===== src/rtl/par3_pkg.sv =====
package par3_pkg;

    localparam int PW = 8;
    localparam int AW = 2;
    localparam int SELW = $clog2(PW);

    localparam logic [AW-1:0] ADR_A   = 2'd0;
    localparam logic [AW-1:0] ADR_B   = 2'd1;
    localparam logic [AW-1:0] ADR_C   = 2'd2;
    localparam logic [AW-1:0] ADR_CTL = 2'd3;

    // handshake bit positions within port C
    localparam int PC_OBFA = 7;
    localparam int PC_ACKA = 6;
    localparam int PC_IBFA = 5;
    localparam int PC_STBA = 4;
    localparam int PC_HSBI = 2;
    localparam int PC_HSBO = 1;
    localparam int PC_SPLIT = 4;

    typedef enum logic [1:0] {
        AM_SIMPLE = 2'd0,
        AM_STROBE = 2'd1,
        AM_BIDIR  = 2'd2
    } amode_e;

    typedef enum logic [1:0] {
        PCR_IO    = 2'd0,
        PCR_HSIN  = 2'd1,
        PCR_HSOUT = 2'd2
    } pcrole_e;

    typedef struct packed {
        amode_e a_mode;
        logic   a_in;
        logic   cu_in;
        logic   b_strobe;
        logic   b_in;
        logic   cl_in;
    } cfg_t;

    localparam cfg_t CFG_RESET = '{a_mode: AM_SIMPLE, a_in: 1'b1, cu_in: 1'b1,
                                   b_strobe: 1'b0, b_in: 1'b1, cl_in: 1'b1};

    function automatic cfg_t decode_cfg(input logic [7:0] w);
        cfg_t c;
        c.a_mode   = w[6] ? AM_BIDIR : (w[5] ? AM_STROBE : AM_SIMPLE);
        c.a_in     = w[4];
        c.cu_in    = w[3];
        c.b_strobe = w[2];
        c.b_in     = w[1];
        c.cl_in    = w[0];
        return c;
    endfunction

    function automatic pcrole_e pc_role(input int idx, input logic ai, input logic ao,
                                        input logic bs);
        pcrole_e r;
        r = PCR_IO;
        case (idx)
            PC_OBFA: if (ao) r = PCR_HSOUT;
            PC_ACKA: if (ao) r = PCR_HSIN;
            PC_IBFA: if (ai) r = PCR_HSOUT;
            PC_STBA: if (ai) r = PCR_HSIN;
            PC_HSBI: if (bs) r = PCR_HSIN;
            PC_HSBO: if (bs) r = PCR_HSOUT;
            default: r = PCR_IO;
        endcase
        return r;
    endfunction

endpackage


===== src/rtl/par3_ctrl.sv =====
module par3_ctrl
    import par3_pkg::*;
(
    input  logic          clk,
    input  logic          rst,
    input  logic          wr_en,
    input  logic [AW-1:0] addr,
    input  logic [PW-1:0] wdata,
    output cfg_t          cfg,
    output logic [PW-1:0] pc_lat,
    output logic          def_wr
);

    logic bsr_wr;
    logic pcw;

    always_comb begin
        def_wr = wr_en && (addr == ADR_CTL) && wdata[7];
        bsr_wr = wr_en && (addr == ADR_CTL) && !wdata[7];
        pcw    = wr_en && (addr == ADR_C);
    end

    always_ff @(posedge clk) begin
        if (rst) begin
            cfg    <= CFG_RESET;
            pc_lat <= '0;
        end else if (def_wr) begin
            cfg    <= decode_cfg(wdata);
            pc_lat <= '0;
        end else if (bsr_wr) begin
            pc_lat[wdata[SELW:1]] <= wdata[0];
        end else if (pcw) begin
            pc_lat <= wdata;
        end
    end


    def_clears_pc_chk: assert property (@(posedge clk) disable iff (rst)
        def_wr |=> (pc_lat == '0));


    bsr_sets_bit_chk: assert property (@(posedge clk) disable iff (rst)
        bsr_wr |=> (pc_lat[$past(wdata[SELW:1])] == $past(wdata[0])));


    bsr_keeps_rest_chk: assert property (@(posedge clk) disable iff (rst)
        bsr_wr |=> (((pc_lat ^ $past(pc_lat)) & ~(8'h01 << $past(wdata[SELW:1]))) == '0));

endmodule


===== src/rtl/par3_chan.sv =====
module par3_chan
    import par3_pkg::*;
#(
    parameter int W = PW
) (
    input  logic         clk,
    input  logic         rst,
    input  logic         clr,
    input  logic         in_mode,
    input  logic         out_mode,
    input  logic         stb_n,
    input  logic         ack_n,
    input  logic [W-1:0] pin_data,
    input  logic         host_wr,
    input  logic         host_rd,
    input  logic [W-1:0] wdata,
    output logic [W-1:0] in_buf,
    output logic         ibf,
    output logic [W-1:0] out_lat,
    output logic         obf_n
);

    always_ff @(posedge clk) begin
        if (rst) begin
            in_buf <= '0;
        end else if (in_mode && !stb_n) begin
            in_buf <= pin_data;
        end
    end

    always_ff @(posedge clk) begin
        if (rst || clr) begin
            ibf <= 1'b0;
        end else if (in_mode && !stb_n) begin
            ibf <= 1'b1;
        end else if (in_mode && host_rd) begin
            ibf <= 1'b0;
        end
    end

    always_ff @(posedge clk) begin
        if (rst || clr) begin
            out_lat <= '0;
        end else if (host_wr) begin
            out_lat <= wdata;
        end
    end

    always_ff @(posedge clk) begin
        if (rst || clr) begin
            obf_n <= 1'b1;
        end else if (out_mode && host_wr) begin
            obf_n <= 1'b0;
        end else if (out_mode && !ack_n) begin
            obf_n <= 1'b1;
        end
    end


    ibf_set_chk: assert property (@(posedge clk) disable iff (rst)
        (in_mode && !stb_n && !clr) |=> ibf);


    ibf_clear_chk: assert property (@(posedge clk) disable iff (rst)
        (in_mode && stb_n && host_rd && !clr) |=> !ibf);


    obf_write_chk: assert property (@(posedge clk) disable iff (rst)
        (out_mode && host_wr && !clr) |=> !obf_n);


    obf_ack_chk: assert property (@(posedge clk) disable iff (rst)
        (out_mode && !host_wr && !ack_n && !clr) |=> obf_n);

endmodule


===== src/rtl/par3_port.sv =====
module par3_port
    import par3_pkg::*;
(
    input  logic          clk,
    input  logic          rst,
    input  logic [AW-1:0] addr,
    input  logic          wr_en,
    input  logic          rd_en,
    input  logic [PW-1:0] wdata,
    output logic [PW-1:0] rdata,
    input  logic [PW-1:0] pa_in,
    output logic [PW-1:0] pa_out,
    output logic [PW-1:0] pa_oe,
    input  logic [PW-1:0] pb_in,
    output logic [PW-1:0] pb_out,
    output logic [PW-1:0] pb_oe,
    input  logic [PW-1:0] pc_in,
    output logic [PW-1:0] pc_out,
    output logic [PW-1:0] pc_oe
);

    localparam int NCH = 2;

    cfg_t          cfg;
    logic [PW-1:0] pc_lat;
    logic          def_wr;

    par3_ctrl i_ctrl (
        .clk    (clk),
        .rst    (rst),
        .wr_en  (wr_en),
        .addr   (addr),
        .wdata  (wdata),
        .cfg    (cfg),
        .pc_lat (pc_lat),
        .def_wr (def_wr)
    );

    logic a_sin, a_sout, b_sin, b_sout;

    always_comb begin
        a_sin  = ((cfg.a_mode == AM_STROBE) && cfg.a_in) || (cfg.a_mode == AM_BIDIR);
        a_sout = ((cfg.a_mode == AM_STROBE) && !cfg.a_in) || (cfg.a_mode == AM_BIDIR);
        b_sin  = cfg.b_strobe && cfg.b_in;
        b_sout = cfg.b_strobe && !cfg.b_in;
    end

    logic [NCH-1:0] ch_in_mode, ch_out_mode, ch_stb_n, ch_ack_n;
    logic [NCH-1:0] ch_wr, ch_rd, ch_ibf, ch_obf_n;
    logic [PW-1:0]  ch_pin  [NCH];
    logic [PW-1:0]  ch_ibuf [NCH];
    logic [PW-1:0]  ch_olat [NCH];

    always_comb begin
        ch_in_mode  = {b_sin, a_sin};
        ch_out_mode = {b_sout, a_sout};
        ch_stb_n    = {pc_in[PC_HSBI], pc_in[PC_STBA]};
        ch_ack_n    = {pc_in[PC_HSBI], pc_in[PC_ACKA]};
        ch_wr       = {wr_en && (addr == ADR_B), wr_en && (addr == ADR_A)};
        ch_rd       = {rd_en && (addr == ADR_B), rd_en && (addr == ADR_A)};
        ch_pin[0]   = pa_in;
        ch_pin[1]   = pb_in;
    end

    for (genvar g = 0; g < NCH; g++) begin : g_chan
        par3_chan #(.W(PW)) i_chan (
            .clk      (clk),
            .rst      (rst),
            .clr      (def_wr),
            .in_mode  (ch_in_mode[g]),
            .out_mode (ch_out_mode[g]),
            .stb_n    (ch_stb_n[g]),
            .ack_n    (ch_ack_n[g]),
            .pin_data (ch_pin[g]),
            .host_wr  (ch_wr[g]),
            .host_rd  (ch_rd[g]),
            .wdata    (wdata),
            .in_buf   (ch_ibuf[g]),
            .ibf      (ch_ibf[g]),
            .out_lat  (ch_olat[g]),
            .obf_n    (ch_obf_n[g])
        );
    end

    // port A and B pins
    always_comb begin
        pa_out = ch_olat[0];
        pb_out = ch_olat[1];
        if (cfg.a_mode == AM_BIDIR) begin
            pa_oe = {PW{!pc_in[PC_ACKA]}};
        end else begin
            pa_oe = {PW{!cfg.a_in}};
        end
        pb_oe = {PW{!cfg.b_in}};
    end

    // port C handshake flag values
    logic [PW-1:0] pc_stat;

    always_comb begin
        pc_stat          = '0;
        pc_stat[PC_OBFA] = ch_obf_n[0];
        pc_stat[PC_IBFA] = ch_ibf[0];
        pc_stat[PC_HSBO] = b_sin ? ch_ibf[1] : ch_obf_n[1];
    end

    logic [PW-1:0] pc_rd;

    for (genvar g = 0; g < PW; g++) begin : g_pcbit
        pcrole_e role;
        logic    grp_in;
        assign role   = pc_role(g, a_sin, a_sout, cfg.b_strobe);
        assign grp_in = (g >= PC_SPLIT) ? cfg.cu_in : cfg.cl_in;
        assign pc_oe[g]  = (role == PCR_HSOUT) || ((role == PCR_IO) && !grp_in);
        assign pc_out[g] = (role == PCR_HSOUT) ? pc_stat[g] : pc_lat[g];
        assign pc_rd[g]  = (role == PCR_HSOUT) ? pc_stat[g] :
                           (((role == PCR_HSIN) || grp_in) ? pc_in[g] : pc_lat[g]);
    end

    // host read mux
    always_comb begin
        case (addr)
            ADR_A:   rdata = a_sin ? ch_ibuf[0] : (cfg.a_in ? pa_in : ch_olat[0]);
            ADR_B:   rdata = b_sin ? ch_ibuf[1] : (cfg.b_in ? pb_in : ch_olat[1]);
            ADR_C:   rdata = pc_rd;
            default: rdata = '0;
        endcase
    end


    bidir_float_chk: assert property (@(posedge clk) disable iff (rst)
        ((cfg.a_mode == AM_BIDIR) && pc_in[PC_ACKA]) |-> (pa_oe == '0));


    stb_undriven_chk: assert property (@(posedge clk) disable iff (rst)
        (a_sin || cfg.b_strobe) |-> !((a_sin && pc_oe[PC_STBA]) ||
                                      (cfg.b_strobe && pc_oe[PC_HSBI])));


    simple_in_float_chk: assert property (@(posedge clk) disable iff (rst)
        cfg.b_in |-> (pb_oe == '0));

endmodule


===== config.mk =====
export PLATFORM = sky130hd
export DESIGN_NAME = par3_port
export DESIGN_NICKNAME = d
export VERILOG_FILES = /design/src/rtl/par3_pkg.sv /design/src/rtl/par3_ctrl.sv /design/src/rtl/par3_chan.sv /design/src/rtl/par3_port.sv
export SDC_FILE = /design/constraint.sdc
export NUM_CORES = 1
export LEC_CHECK = 0
export ABC_AREA = 1
export BUFFER_PORTS_ARGS = -buffer_cell sky130_fd_sc_hd__buf_2
export CORE_MARGIN = 2
export CORE_UTILIZATION = 49
export DETAILED_ROUTE_END_ITERATION = 16
export MAX_ROUTING_LAYER = met4
export PLACE_DENSITY = 0.79
export SLEW_MARGIN = 20
export SYNTH_ARGS = -nofsm -noshare
export SYNTH_HDL_FRONTEND = slang
export SYNTH_HIERARCHICAL = 1
export SYNTH_SLANG_ARGS = --single-unit

===== constraint.sdc =====
create_clock -name clk -period 1.5 [get_ports clk]
set_input_delay 0.075 -clock clk [delete_from_list [all_inputs] [get_ports clk]]
set_output_delay 0.075 -clock clk [all_outputs]
set_load 0.05 [all_outputs]

# --- Word-level counts from Yosys, hierarchy flattened ---
# Index checks and enable logic that the tools add are counted.
word_totals:
  register_bits: 51
  in_bits: 38
classes:
  n_lt_le_gt_ge: 2
  n_eq_ne: 17
  muxes: 48
  n_reduce_logical: 63
ops:
  columns: ["operator", "n"]
  rows:
  - ["8-bit 2-to-1 mux", 7]
  - ["1-bit 2-to-1 mux", 34]
  - ["1-bit logical AND", 27]
  - ["8-bit one-hot mux with 3 select lines", 1]
  - ["1-bit logical OR", 15]
  - ["2-bit logical NOT", 7]
  - ["2-bit == test, second input constant", 6]
  - ["2-bit by 1-bit == test with 1-bit output, second input constant", 5]
  - ["2-bit nonzero test", 5]
  - ["8-bit bitwise mux", 1]
  - ["1-bit logical NOT", 8]
  - ["2-bit 2-to-1 mux", 4]
  - ["1-bit by 2-bit == test with 1-bit output, second input constant", 3]
  - ["3-bit by 4-bit less-than comparator with 1-bit output, second input constant", 1]
  - ["1-bit demux with 3-bit select", 1]
  - ["1-bit == test, second input constant", 3]
  - ["3-bit by 1-bit greater-or-equal comparator with 1-bit output, second input constant", 1]
  - ["2-bit OR reduction", 1]

# --- Depth between registers and ports, before layout ---
depth:
  depth_word: 9
  ltp_mapped: 8

# --- By module ---
# The synthesis kept the hierarchy.
by_module_without_submodules:
  columns: ["module", "n_inst", "cells_each", "area_per_inst_um2", "seq_area_each_um2"]
  rows:
  - ["par3_chan", 2, 102, 718.2, 360.3]
  - ["par3_port", 1, 200, 968.4, 0.0]
  - ["par3_ctrl", 1, 128, 834.6, 300.3]

# --- Least setup slack after synthesis ---
# No wires, ideal clock.
synth_timing:
  path_type: "flip-flop to output port"
  start: "register i_ctrl/cfg[5] (netlist name)"
  end: "output port pa_oe[1]"
  arrival_time_ps: 2519
  required_time_ps: 1425
  slack_ps: -1094
  path_stages_with_launch: 6
  n_path_buf: 2
  path_cell_list: "dfxtp_1 inv_2 nand2_4 buf_8 o21ai_0 buf_4"
synth_via:
  elab_chain_len: 2
synth_rtl:
  columns: ["item", "line", "text"]
  rows:
  - ["2-bit == test", "par3_port.sv:89", "if (cfg.a_mode == AM_BIDIR) begin"]
  - ["8-bit 2-to-1 mux", "par3_port.sv:89", null]
  - ["end: declaration", "par3_port.sv:13", "output logic [PW-1:0] pa_oe,"]
# No other way between the ends.

# --- Worst setup path in the final report ---
layout_timing:
  start: "register i_ctrl/cfg[4] (netlist name)"
  end: "output port rdata[7]"
layout_via:
  elab_chain_len: 9
  elab_cells_between_ends: 14
  cone_classes: "2 x eq/ne; 6 x mux; 6 x reduce/logical"
layout_rtl:
  columns: ["item", "line", "text"]
  rows:
  - ["1-bit logical NOT", "par3_port.sv:43", "a_sout = ((cfg.a_mode == AM_STROBE) && !cfg.a_in) || (cfg.a_mode == AM_BIDIR);"]
  - ["1-bit logical AND", "par3_port.sv:43", null]
  - ["1-bit logical OR", "par3_port.sv:43", null]
  - ["2-bit 2-to-1 mux", "par3_pkg.sv:61", "PC_OBFA: if (ao) r = PCR_HSOUT;"]
  - ["2-bit by 1-bit == test with 1-bit output", "par3_port.sv:117", "(((role == PCR_HSIN) || grp_in) ? pc_in[g] : pc_lat[g]);"]
  - ["1-bit logical OR", "par3_port.sv:117", null]
  - ["1-bit 2-to-1 mux", "par3_port.sv:117", null]
  - ["1-bit 2-to-1 mux", "par3_port.sv:116", "assign pc_rd[g] = (role == PCR_HSOUT) ? pc_stat[g] :"]
  - ["8-bit one-hot mux with 3 select lines (*)", "par3_port.sv:122", "case (addr)"]
  - ["end: declaration", "par3_port.sv:10", "output logic [PW-1:0] rdata,"]
# Mark *: on every way between the ends. The rest lies on a longest branch, timed or not.

==> reports/results.ini <==
[yosys]
synth_async_sr_flop_share=0
synth.area.top_cells=dfxtp_1 (32%), nand2_1 (22%), nand3_1 (9.0%)
syn_avg_cell_area_um2=6.09
synth_ff_type=dfxtp_1
ys_seq_area_frac=0.315
synth-edff-count=0
synth_top_cell_by_area=dfxtp_1
ys_ff_latch=51
synth_cell_types=27
post-synth-top-count-cell=nand2_1
syn-instance-count=532
yosys_warnings=6
synth_commonest_cells=nand2_1 (194), nor2_1 (60), nand3_1 (58)
synth_top_area_frac=0.315
synthesis.nets=570
synthesis.area_um2=3240

[layout]
antenna_cells=0
finalInstanceArea_um2=4400
drive_gt1_frac=0.318
syn_to_final_growth_pct=36.0
final_nets=688
finish.utilization=0.690

[cts]
clk_latency_ns=0.31
root_buffer=clkbuf_8
tritoncts=yes
clk_pin_slew_ns=0.10
cts.path.max_buffers=2
h-tree-depth=2
cts_buffers=5
cts_sinks=51

[drt]
vias_per_cell=5.35
drt_wl_total_mm=10.3
dr.pass1.iters=5
drt_iter0_drc=274
vias=3898
postRouteAntennaNets=0
route.detailed.drc=0
wl_per_cell_um=14.2

[timing]
fin_ws_ns=-0.0970
fin_worst_hold_slack_ns=0.0574
relSlewSlack=0.773
setup_viol=17
max_freq_ghz=0.626
skew_ns=0.00604
rsz0062_at_grt=yes
finalCritPeriodShare=1.06
worst_slew_pin_slew_ns=0.341
min_period_ns=1.60
hold_viol=0
finalMaxSlewViolations=0

[power_and_ir_drop]
vdd_drop_max_uv=482
power_density_nw_per_um2=744
p_total_uw=3280
leakagePower_uw=0.00226

[floorplanning]
core-area_um2=6390
ios=94
initial_utilization=0.507
rows=29
die_area_um2=7280
die-width_um=85.3
dieHeight_um=85.3

[setup_path]
cp_max_fo=6
required_ns=1.42
path_class=flop to primary output
arrival_ns=1.52
endpoint_kind=primary output
startpoint_type=flop

[min_path]
hold_class=primary input to flop

[run_status]
violations=setup timing
status=complete, but fails checks

[global_routing]
grt_max_degree=19
grt.overflow.total=0
grt_pass1_vias=3396
grt_pass1_wl_mm=16.3
grt_use_total=0.283
antenna_found_initial=0

[run]
cap_violations=0

[placement]
pre_cts_slack_ns=0.0338
hpwl_mm=7.23
port_buffers=93
gp_congestion=0.906
place_area_um2=3720

==> layout make-up <==
class / count / area [µm²]
clock inverters: 2 / 16.3
multi-input cells: 390 / 1910
clock buffers: 6 / 72.6
well taps: 77 / 96.3
repair buffers: 131 / 975
repair inverters: 2 / 13.8
fillers: 536 / 1980
inverters: 69 / 282
flip-flops and latches: 51 / 1040
==> cell families after synthesis <==
logic type	synth area share
DFF	0.315
AOI/OAI and AO/OA	0.0649
and+or+nand+nor	0.478
buffers and inverters	0.142
==> registers in the layout, summed over array words and instances, names as in the netlist <==
register / cells
g_chan.i_chan/in_buf: 16
g_chan.i_chan/obf_n: 2
i_ctrl/cfg: 7
i_ctrl/pc_lat: 8
g_chan.i_chan/out_lat: 16
g_chan.i_chan/ibf: 2
==> worst paths after layout <==
| path | to | start | cells after the start | slack [ns] |
|---|---|---|---|---|
| max reg2reg | g_chan[0].i_chan/in_buf[3]$_SDFFE_PP0P_ | i_ctrl/cfg[5]$_SDFFE_PP0P_ | 10 | 0.03 |
| min | g_chan[0].i_chan/out_lat[4]$_SDFFE_PP0P_ | wdata[4] | 3 | 0.06 |
| min reg2reg | g_chan[1].i_chan/ibf$_SDFFE_PP0P_ | g_chan[1].i_chan/ibf$_SDFFE_PP0P_ | 2 | 0.48 |
| max | rdata[7] | i_ctrl/cfg[4]$_SDFFE_PP1P_ | 7 | -0.1 |
==> metrics by stage <==
step                      TNS (ns)  cells
after floorplan                  0    532
after global placement           0    689
after detailed placement         0    689
after CTS                   -0.788    723
after global routing         -1.77    728
final                       -0.884    728
==> timing repair <==
action,CTS,global route
endpoints found under the hold margin,0,0
cloned,4,0
gates resized for setup,74,28
buffers inserted,22,5
setup endpoints to repair,23,23
hold buffers,0,0
pin swaps,11,10
==> metal layers <==
layer,track usage,up-vias,wire length [µm]
li1,-,1893,-
met1,0.376,1796,4430
met2,0.450,185,4790
met3,0.0428,24,808
met4,0.0765,0,285
met5,-,-,0
==> cells in the final DEF (no fill, tap or decap), types with 6 or more instances in the layout <==
master,instances
inv_2,12
inv_1,52
nand2_1,184
nand3_2,9
nand4_1,9
a21oi_1,31
nor2_2,6
nand3b_1,6
buf_8,10
buf_4,31
nor2_4,7
nand2_2,9
nor2_1,59
buf_2,73
nand3_1,50
buf_6,13
dfxtp_1,44
==> worst max-delay path, stage by stage, from the launching register on <==
cell and delay [ns]:
dfxtp_4 0.38, buf_12 0.14, buf_4 0.14, nand2_1 0.07, nand4_1 0.13, nand3_1 0.13
nand3_2 0.07, buf_6 0.15
==> report_power, final <==
group          internal, µW  switching [µW]  total (µW)
logic                   345             679        1020
registers              1390            43.3        1440
clock network           336             482         818
total                  2070            1200        3280
Note: power is estimated with default switching activity, not from simulation.
